## config.mk

```make
export PLATFORM = sky130hd
export DESIGN_NAME = dram_freq_seq
export DESIGN_NICKNAME = d
export VERILOG_FILES = /design/src/rtl/dram_freq_seq.sv
export SDC_FILE = /design/constraint.sdc
export NUM_CORES = 1
export LEC_CHECK = 0
export BUFFER_PORTS_ARGS = -buffer_cell sky130_fd_sc_hd__buf_2
export CORE_MARGIN = 2
export CORE_UTILIZATION = 35
export CTS_CLUSTER_DIAMETER = 150
export DETAILED_ROUTE_END_ITERATION = 8
export GPL_TIMING_DRIVEN = 0
export PLACE_DENSITY_LB_ADDON = 0.12
export SYNTH_ARGS = -nofsm -noshare
export SYNTH_HDL_FRONTEND = slang
export SYNTH_SLANG_ARGS = --single-unit
```

## constraint.sdc

```tcl
create_clock -name clk -period 20.1 [get_ports clk]
set_input_delay 0 -clock clk [delete_from_list [all_inputs] [get_ports clk]]
set_output_delay 0 -clock clk [all_outputs]
set_load 0.02 [all_outputs]
```

## src/rtl/dram_freq_seq.sv

```systemverilog
module dram_freq_seq #(
  parameter int CLK_PERIOD_NS = 10,
  parameter int LOW_SPEED_MHZ = 750,
  parameter int ACK_TIMEOUT   = 1024,
  parameter int FREQ_W        = 16,
  parameter int DIV_W         = 8,
  parameter int P_W           = 3,
  parameter int ADDR_W        = 8,
  parameter int DATA_W        = 32,
  parameter int NTIM          = 9
) (
  input  logic                     clk,
  input  logic                     rst_n,
  input  logic                     start,
  input  logic [FREQ_W-1:0]        freq_mhz,
  input  logic [DIV_W-1:0]         pll_n,
  input  logic [DIV_W-1:0]         pll_m,
  input  logic [P_W-1:0]           pll_p,
  input  logic [NTIM*DATA_W-1:0]   timing_in,
  input  logic [DATA_W-1:0]        mr0_in,
  input  logic [DATA_W-1:0]        mr1_in,
  input  logic                     dll_off,
  input  logic                     mem_gddr3,
  input  logic                     vblank,
  input  logic                     fb_idle,
  output logic                     wr_en,
  output logic [ADDR_W-1:0]        wr_addr,
  output logic [DATA_W-1:0]        wr_data,
  output logic                     busy,
  output logic                     done,
  output logic                     err
);

  function automatic int ns2cyc(int ns);
    return (ns + CLK_PERIOD_NS - 1) / CLK_PERIOD_NS;
  endfunction

  localparam int D_BLOCK = ns2cyc(8000);
  localparam int D_FBOFF = ns2cyc(2000);
  localparam int D_LOCK  = ns2cyc(64000) + ns2cyc(32000);
  localparam int D_REFR  = ns2cyc(12000);
  localparam int D_DLL   = ns2cyc(24000);
  localparam int MAXC    = (D_LOCK > ACK_TIMEOUT) ? D_LOCK : ACK_TIMEOUT;
  localparam int CW      = $clog2(MAXC + 1);
  localparam int TW      = $clog2(NTIM);

  localparam logic [ADDR_W-1:0] A_STALL = ADDR_W'(8'h01);
  localparam logic [ADDR_W-1:0] A_FBEN  = ADDR_W'(8'h02);
  localparam logic [ADDR_W-1:0] A_PRE   = ADDR_W'(8'h03);
  localparam logic [ADDR_W-1:0] A_REF   = ADDR_W'(8'h04);
  localparam logic [ADDR_W-1:0] A_AREF  = ADDR_W'(8'h05);
  localparam logic [ADDR_W-1:0] A_SREF  = ADDR_W'(8'h06);
  localparam logic [ADDR_W-1:0] A_PLLC  = ADDR_W'(8'h07);
  localparam logic [ADDR_W-1:0] A_PLLD  = ADDR_W'(8'h08);
  localparam logic [ADDR_W-1:0] A_PART  = ADDR_W'(8'h09);
  localparam logic [ADDR_W-1:0] A_MR0   = ADDR_W'(8'h10);
  localparam logic [ADDR_W-1:0] A_MR1   = ADDR_W'(8'h11);
  localparam logic [ADDR_W-1:0] A_TIM   = ADDR_W'(8'h20);

  localparam logic [4:0] PC_MR1  = 5'd16;
  localparam logic [4:0] PC_DLL  = 5'd27;
  localparam logic [4:0] PC_LAST = 5'd31;

  typedef enum logic [1:0] {S_IDLE, S_RUN, S_DLY} st_t;
  typedef enum logic [2:0] {K_VLO, K_VHI, K_WR, K_AHI, K_ALO} kind_t;

  st_t               st;
  logic [4:0]        pc, nxt;
  logic [CW-1:0]     cnt, dly;
  kind_t             kind;
  logic [ADDR_W-1:0] addr;
  logic [DATA_W-1:0] data;
  logic [TW-1:0]     tidx;

  logic [FREQ_W-1:0] freq_q;
  logic [DIV_W-1:0]  n_q, m_q;
  logic [P_W-1:0]    p_q;
  logic [DATA_W-1:0] tim_q [NTIM];
  logic [DATA_W-1:0] mr0_q, mr1_q;
  logic              dll_q, gddr3_q;

  wire low = (freq_q <= FREQ_W'(LOW_SPEED_MHZ));
  wire [DATA_W-1:0] dll_bit = DATA_W'(1) << 8;

  function automatic logic [TW-1:0] tsel(logic [4:0] p);
    case (p)
      5'd18: return TW'(3);
      5'd19: return TW'(1);
      5'd20: return TW'(6);
      5'd21: return TW'(7);
      5'd22: return TW'(8);
      5'd23: return TW'(0);
      5'd24: return TW'(2);
      5'd25: return TW'(4);
      default: return TW'(5);
    endcase
  endfunction

  assign tidx = tsel(pc);

  always_comb begin
    kind = K_WR;
    addr = '0;
    data = '0;
    dly  = '0;
    case (pc)
      5'd0:  kind = K_VLO;
      5'd1:  kind = K_VHI;
      5'd2:  begin addr = A_STALL; data = DATA_W'(1); dly = CW'(D_BLOCK); end
      5'd3:  begin addr = A_FBEN;  data = '0; end
      5'd4:  begin kind = K_AHI;   dly = CW'(D_FBOFF); end
      5'd5:  begin addr = A_PRE;   data = DATA_W'(1); end
      5'd6,
      5'd7:  begin addr = A_REF;   data = DATA_W'(1); end
      5'd8:  begin addr = A_AREF;  data = '0; end
      5'd9:  begin addr = A_SREF;  data = DATA_W'(1); end
      5'd10: begin addr = A_PLLC;  data = DATA_W'({low, p_q}); end
      5'd11: begin addr = A_PLLD;  data = DATA_W'({n_q, m_q}); end
      5'd12: begin addr = A_PART;  data = DATA_W'(low); dly = CW'(D_LOCK); end
      5'd13: begin addr = A_SREF;  data = '0; end
      5'd14: begin addr = A_PRE;   data = DATA_W'(1); end
      5'd15: begin addr = A_AREF;  data = DATA_W'(1); dly = CW'(D_REFR); end
      5'd16: begin addr = A_MR1;   data = mr1_q; end
      5'd17: begin addr = A_MR0;   data = mr0_q; end
      5'd18, 5'd19, 5'd20, 5'd21, 5'd22,
      5'd23, 5'd24, 5'd25, 5'd26:
             begin addr = A_TIM + ADDR_W'(tidx); data = tim_q[tidx]; end
      5'd27: begin addr = A_MR0;   data = mr0_q | dll_bit; end
      5'd28: begin addr = A_MR0;   data = mr0_q & ~dll_bit; dly = CW'(D_DLL); end
      5'd29: begin addr = A_FBEN;  data = DATA_W'(1); end
      5'd30: kind = K_ALO;
      default: begin addr = A_STALL; data = '0; end
    endcase
  end

  always_comb begin
    nxt = pc + 5'd1;
    if (nxt == PC_MR1 && !gddr3_q) nxt = PC_MR1 + 5'd1;
    if (nxt == PC_DLL && dll_q)    nxt = PC_DLL + 5'd2;
  end

  assign busy    = (st != S_IDLE);
  assign wr_en   = (st == S_RUN) && (kind == K_WR);
  assign wr_addr = addr;
  assign wr_data = data;

  always_ff @(posedge clk) begin
    if (!rst_n) begin
      st      <= S_IDLE;
      pc      <= '0;
      cnt     <= '0;
      done    <= 1'b0;
      err     <= 1'b0;
      freq_q  <= '0;
      n_q     <= '0;
      m_q     <= '0;
      p_q     <= '0;
      mr0_q   <= '0;
      mr1_q   <= '0;
      dll_q   <= 1'b0;
      gddr3_q <= 1'b0;
      for (int i = 0; i < NTIM; i++) tim_q[i] <= '0;
    end else begin
      done <= 1'b0;
      case (st)
        S_IDLE: if (start) begin
          freq_q  <= freq_mhz;
          n_q     <= pll_n;
          m_q     <= pll_m;
          p_q     <= pll_p;
          mr0_q   <= mr0_in;
          mr1_q   <= mr1_in;
          dll_q   <= dll_off;
          gddr3_q <= mem_gddr3;
          for (int i = 0; i < NTIM; i++) tim_q[i] <= timing_in[i*DATA_W +: DATA_W];
          err <= 1'b0;
          pc  <= '0;
          st  <= S_RUN;
        end
        S_RUN: case (kind)
          K_VLO: if (!vblank) pc <= nxt;
          K_VHI: if (vblank)  pc <= nxt;
          K_WR: begin
            if (pc == PC_LAST) begin
              st   <= S_IDLE;
              done <= 1'b1;
            end else begin
              pc <= nxt;
              if (dly != '0) begin
                cnt <= dly;
                st  <= S_DLY;
              end else begin
                cnt <= CW'(ACK_TIMEOUT);
              end
            end
          end
          default: begin
            if (fb_idle == (kind == K_AHI)) begin
              pc <= nxt;
              if (dly != '0) begin
                cnt <= dly;
                st  <= S_DLY;
              end
            end else if (cnt <= CW'(1)) begin
              err <= 1'b1;
              st  <= S_IDLE;
            end else begin
              cnt <= cnt - CW'(1);
            end
          end
        endcase
        S_DLY: begin
          if (cnt <= CW'(1)) st <= S_RUN;
          else               cnt <= cnt - CW'(1);
        end
        default: st <= S_IDLE;
      endcase
    end
  end

endmodule

```

; After elaboration in Yosys (flattened, before gate mapping)
; Memory sizes are Yosys's and may differ from the RTL's. A register that Yosys moved wholly into a read port is not among the register bits.
; Cells that the tools add are included.
[op_classes]
addsub = 3
mul = 0
n_div = 0
n_lt_le_gt_ge = 2
eq_ne = 51
shifts = 0
mux = 50
bitwise_logic = 9
n_reduce_logical = 28
[op_table]
columns = op, count
row1 = 32-bit two-way mux, 9
row2 = 32-bit one-hot mux with 9 select lines, 1
row3 = 5-bit equality test (second input constant), 18
row4 = 7-bit one-hot mux with 12 select lines, 1
row5 = 14-bit two-way mux, 5
row6 = 14-bit one-hot mux with 5 select lines, 1
row7 = 14-bit one-hot mux with 2 select lines, 2
row8 = 5-bit two-way mux, 9
row9 = 5-bit by 4-bit equality test with 1-bit output (second input constant), 8
row10 = 5-bit by 3-bit equality test with 1-bit output (second input constant), 4
row11 = 16-bit by 10-bit less-or-equal comparator with 1-bit output (second input constant), 1
row12 = 5-bit one-hot mux with 3 select lines, 1
row13 = 14-bit by 1-bit less-or-equal comparator with 1-bit output (second input constant), 1
row14 = 14-bit nonzero test, 1
row15 = 14-bit by 1-bit subtractor with 14-bit output (second input constant), 1
row16 = 2-bit two-way mux, 6
row17 = 3-bit one-hot mux with 4 select lines, 1
row18 = 2-bit OR reduction, 6
row19 = 5-bit by 2-bit equality test with 1-bit output (second input constant), 2
row20 = 1-bit two-way mux, 10
row21 = 2-bit inequality test (second input constant), 5
row22 = 5-bit one-hot mux with 2 select lines, 1
row23 = 3-bit inequality test (second input constant), 3
row24 = 1-bit OR, 9
row25 = other kinds (30), 37
[word_totals]
reg_bits = 124
latch_bits = 0
ram_bits = 288
romBits = 128
input_bits = 394
out_inout_bits = 44
elab_cells = 158
memories = 2
[memory_table]
columns = name, words, width, read_ports, rd_clocked_by_memory_dff, wr, line
row1 = tim_q, 9, 32, 1, 0, 9, 78  ; logic [DATA_W-1:0] tim_q [NTIM];
row2 = (no name shown), 32, 4, 1, 1, 0, 86  ; case (p)

; Depth between registers and ports, before layout
[logic_depth]
ltp_word = 12
depth_mapped = 11
mapped_depth_nobuf = 9

; Worst setup path before layout
; OpenSTA, ideal clock, no wires.
[synth_path]
path_kind = register -> register
startpoint = register st[0]
endpoint = memory tim_q[0][0], enable pin
setup_ns = 0.637
arrival_time_ns = 6.620
required_ns = 19.463
path_slack_ns = 12.843
stages_incl_launch_ff = 7
synth_period_minus_slack_ns = 7.257
cell_sequence = dfxtp_1 -> inv_1 -> ha_1 -> a21oi_1 -> clkbuf_1 -> clkbuf_1 -> inv_1
[synth_rtl]
columns = element, line
row1 = from (decl), 67  ; st_t st;
row2 = from (signal assigned), 149  ; st <= S_IDLE;
row3 = from (signal assigned), 178  ; st <= S_RUN;
row4 = from (signal assigned), 185  ; st <= S_IDLE;
row5 = to (decl), 78

==> flow_summary.toml <==
[clock_tree]
clockBufferDepth = 3
clkTransAtPathRegs_ps = 50
clock_latency_ps = 580
root_buffer = "clkbuf_16"
cts_resized = 0
cts_tree = "yes"
clkSinkCount = 416
numCtsBuffers = 48
htree_levels = 2

[timing]
rsz0062_at_grt = "no"
worst_slew_pin_slew_ps = 1220
final.min_clock_period_ps = 3870
hold_violations = 0
fin_crit_sh_pct = 19.3
fmax_mhz = 258
drv_slew = 0
clock_skew_ps = 19.9
tns_ps = 0
finalSetupViolCount = 0
slew_headroom_pct = 18.9

[die]
fp.dieH_um = 236
io_pins = 438
dieArea_sq_um = 55700
start_util_pct = 35.2
rows = 85
core_region_area_sq_um = 53500
die_w_um = 236

[placement]
hpwl_mm = 50.9
gp_congestion = 0.890
port_buffers = 435
placedCellCount = 2585

[global_routing]
antenna_found_initial = 8
overflow = 0
track_usage_pct = 25.2
grt_pass1_vias = 16600
grt_pass1_wl_mm = 105
grt_max_degree = 126

[finish]
drive_gt1_share_pct = 25.7
nFillCells = 4726
stdcell_count = 3067
area_growth_pct = 45.2
layout.nets = 2737

[logic_synthesis]
synth_xor_xnor_area_share_pct = 0.285
yosysWarnings = 0
synth.avg_cell_area_sq_um = 13.0
synth_area_leader_cell = "edfxtp_1"
synthMuxAreaShare_pct = 9.90
syn_inst = 1451
synthFlopType = "edfxtp_1"
synth_async_sr_flop_share_pct = 0
synthAdderAreaFrac_pct = 0.863
ys_seq_area_share_pct = 59.5
synth_area_sq_um = 18900
synthSimpleGateAreaFrac_pct = 14.3
synth_top_family_by_area = "simple AND/OR/NAND/NOR gates"
synth-compound-area-share_pct = 12.4
synth_cell_types = 76
yosysTopAreaCellShare_pct = 45.9
synth.area.top_cells = "edfxtp_1 (46%), dfxtp_1 (14%), and2_1 (9.6%)"
synth_edf_count = 288
ys_ff_latch = 416

[min_path]
hold_depth = 4
hold-path-endpoint = "err"
holdCritPathClass = "in -> reg"
worstHoldStart = "start"

[worst_setup_path]
r2r_end = "tim_q[2][30]"
crit_start = "st[0]"
critical_path.max_fanout = 125
crit_required_ps = 20320
arrival_ps = 4090
setup.worst_path.start_class = "register"
crit_type = "reg -> reg"
ff2ff_path_depth = 8
r2r_slack_ps = 16230
reg2reg_from = "st[0]"
crit_path_end_kind = "register"

[route]
vias = 15900
routedWlPerCell_um = 23.3
drtIter0Drc = 1116
routed_wl_mm = 71.6
antenna_left = 0
dr.pass1.iters = 7
viasPerCell = 5.17
post-route-drc-count = 0

[power_and_ir_drop]
ir_drop_mv = 0.0636
leakagePower_nw = 11.4
p_per_area_nw_per_um2 = 86.3

[flow_run]
cap_violations = 0

[run_status]
status = "finished clean"
## how the worst max path moves through the flow
stage | to | depth (start not counted) | slack (ps)
global placement | tim_q[4][2] | 6 | 9850
floorplan | tim_q[0][0] | 6 | 12840
global route | tim_q[4][4] | 8 | 15960
CTS | wr_data[5] | 8 | 16190
detailed placement | tim_q[6][28] | 8 | 16220
finish | tim_q[2][30] | 8 | 16230
## Yosys cell counts, types with 3 or more instances
master,number
a211oi_1,5
a21oi_1,60
a222oi_1,14
a22o_1,101
a22oi_1,17
a31o_2,6
a31oi_1,6
and2_1,290
and2b_1,3
and3_1,7
buf_1,11
buf_2,8
buf_6,3
clkbuf_1,89
dfxtp_1,128
edfxtp_1,288
ha_1,13
inv_1,16
mux2_2,4
mux2i_1,38
mux4_2,64
nand2_1,39
nand3_1,18
nand3b_1,3
nor2_1,63
nor3_1,9
nor4_1,6
o211ai_1,6
o21a_1,5
o21ai_0,50
o21bai_1,4
o221a_2,3
o221ai_1,4
o22ai_1,3
o311ai_0,3
o31ai_1,6
or2_2,4
or3_1,3
or4_1,3
## final cells by class
| cell class | instances | area, sq um | area share (%) |
|---|---|---|---|
| diodes | 6 | 15.0 | 0.0548 |
| plain buffers | 113 | 464 | 1.70 |
| clock buffers | 70 | 1380 | 5.03 |
| clock inverters | 15 | 106 | 0.388 |
| inverters | 17 | 71.3 | 0.260 |
| multi-input cells | 906 | 7120 | 26.0 |
| flip-flops and latches | 416 | 11200 | 40.9 |
| well taps | 696 | 871 | 3.18 |
| repair buffers | 828 | 6150 | 22.4 |
## worst max-delay path, cell delays in order (launching register included)
cell and delay (ps):
dfxtp_1 370, inv_1 80, ha_1 240, a21oi_1 420, clkbuf_1 580, clkbuf_1 600
inv_8 350, buf_16 390, buf_16 310
## cell usage in the layout, fill, tap and decap left out, drive strengths merged, types with 16 or more instances in the layout
master	instances
clkbuf	159
edfxtp	288
nand2	39
a22oi	17
a21oi	60
inv	16
and2	290
buf	461
dlygate4sd3	391
nor2	63
o21ai	52
dfxtp	128
a22o	101
mux4	64
mux2i	38
nand3	19
## stage by stage
step	hold slack (ps)	area [sq um]	power, mW	setup WS, ps	util (%)
detailed placement	214	22000	1.47	16220	41.1
finish	35.7	27400	2.36	16230	51.2
global route	53.6	27400	2.46	15960	51.2
CTS	14.5	27400	2.37	16190	51.2
floorplan	126	18900	1.33	12840	-
global placement	215	21900	1.48	9850	40.9
## state kept, by name, summed over array words and instances, names as in the netlist
signal   cells
done         1
p_q          3
err          1
mr0_q       32
tim_q      288
m_q          8
mr1_q       32
gddr3_q      1
cnt         14
n_q          8
freq_q      16
st           2
tidx         4
dll_q        1
pc           5
## per-layer routing
metal | share of wire (%) | vias up | GRT usage (%)
li1 | - | 7238 | -
met1 | 43 | 7862 | 32.5
met2 | 49 | 637 | 43.7
met3 | 5.6 | 122 | 4.21
met4 | 2.5 | 6 | 7.35
met5 | 0.057 | - | 0
## timing repair
item | CTS | global route
setup buffers | 0 | 0
endpoints found under the hold margin | 396 | 0
hold buffers | 391 | 0
setup endpoints to repair | 0 | 0
## report_power, final
group	internal, mW	switching, mW
logic	0.201	0.244
clock network	0.485	0.356
registers	1.04	0.0391
## cells by family after synthesis
kind of cell | after synthesis
buffers and inverters | 130
AO/OA/AOI/OAI | 315
adder cells (fa/ha/maj) | 13
AND/OR/NAND/NOR | 466
multiplexers | 106
XOR/XNOR | 4
flip-flops | 416
other | 1
No activity file was read; power rests on OpenSTA's default activity.
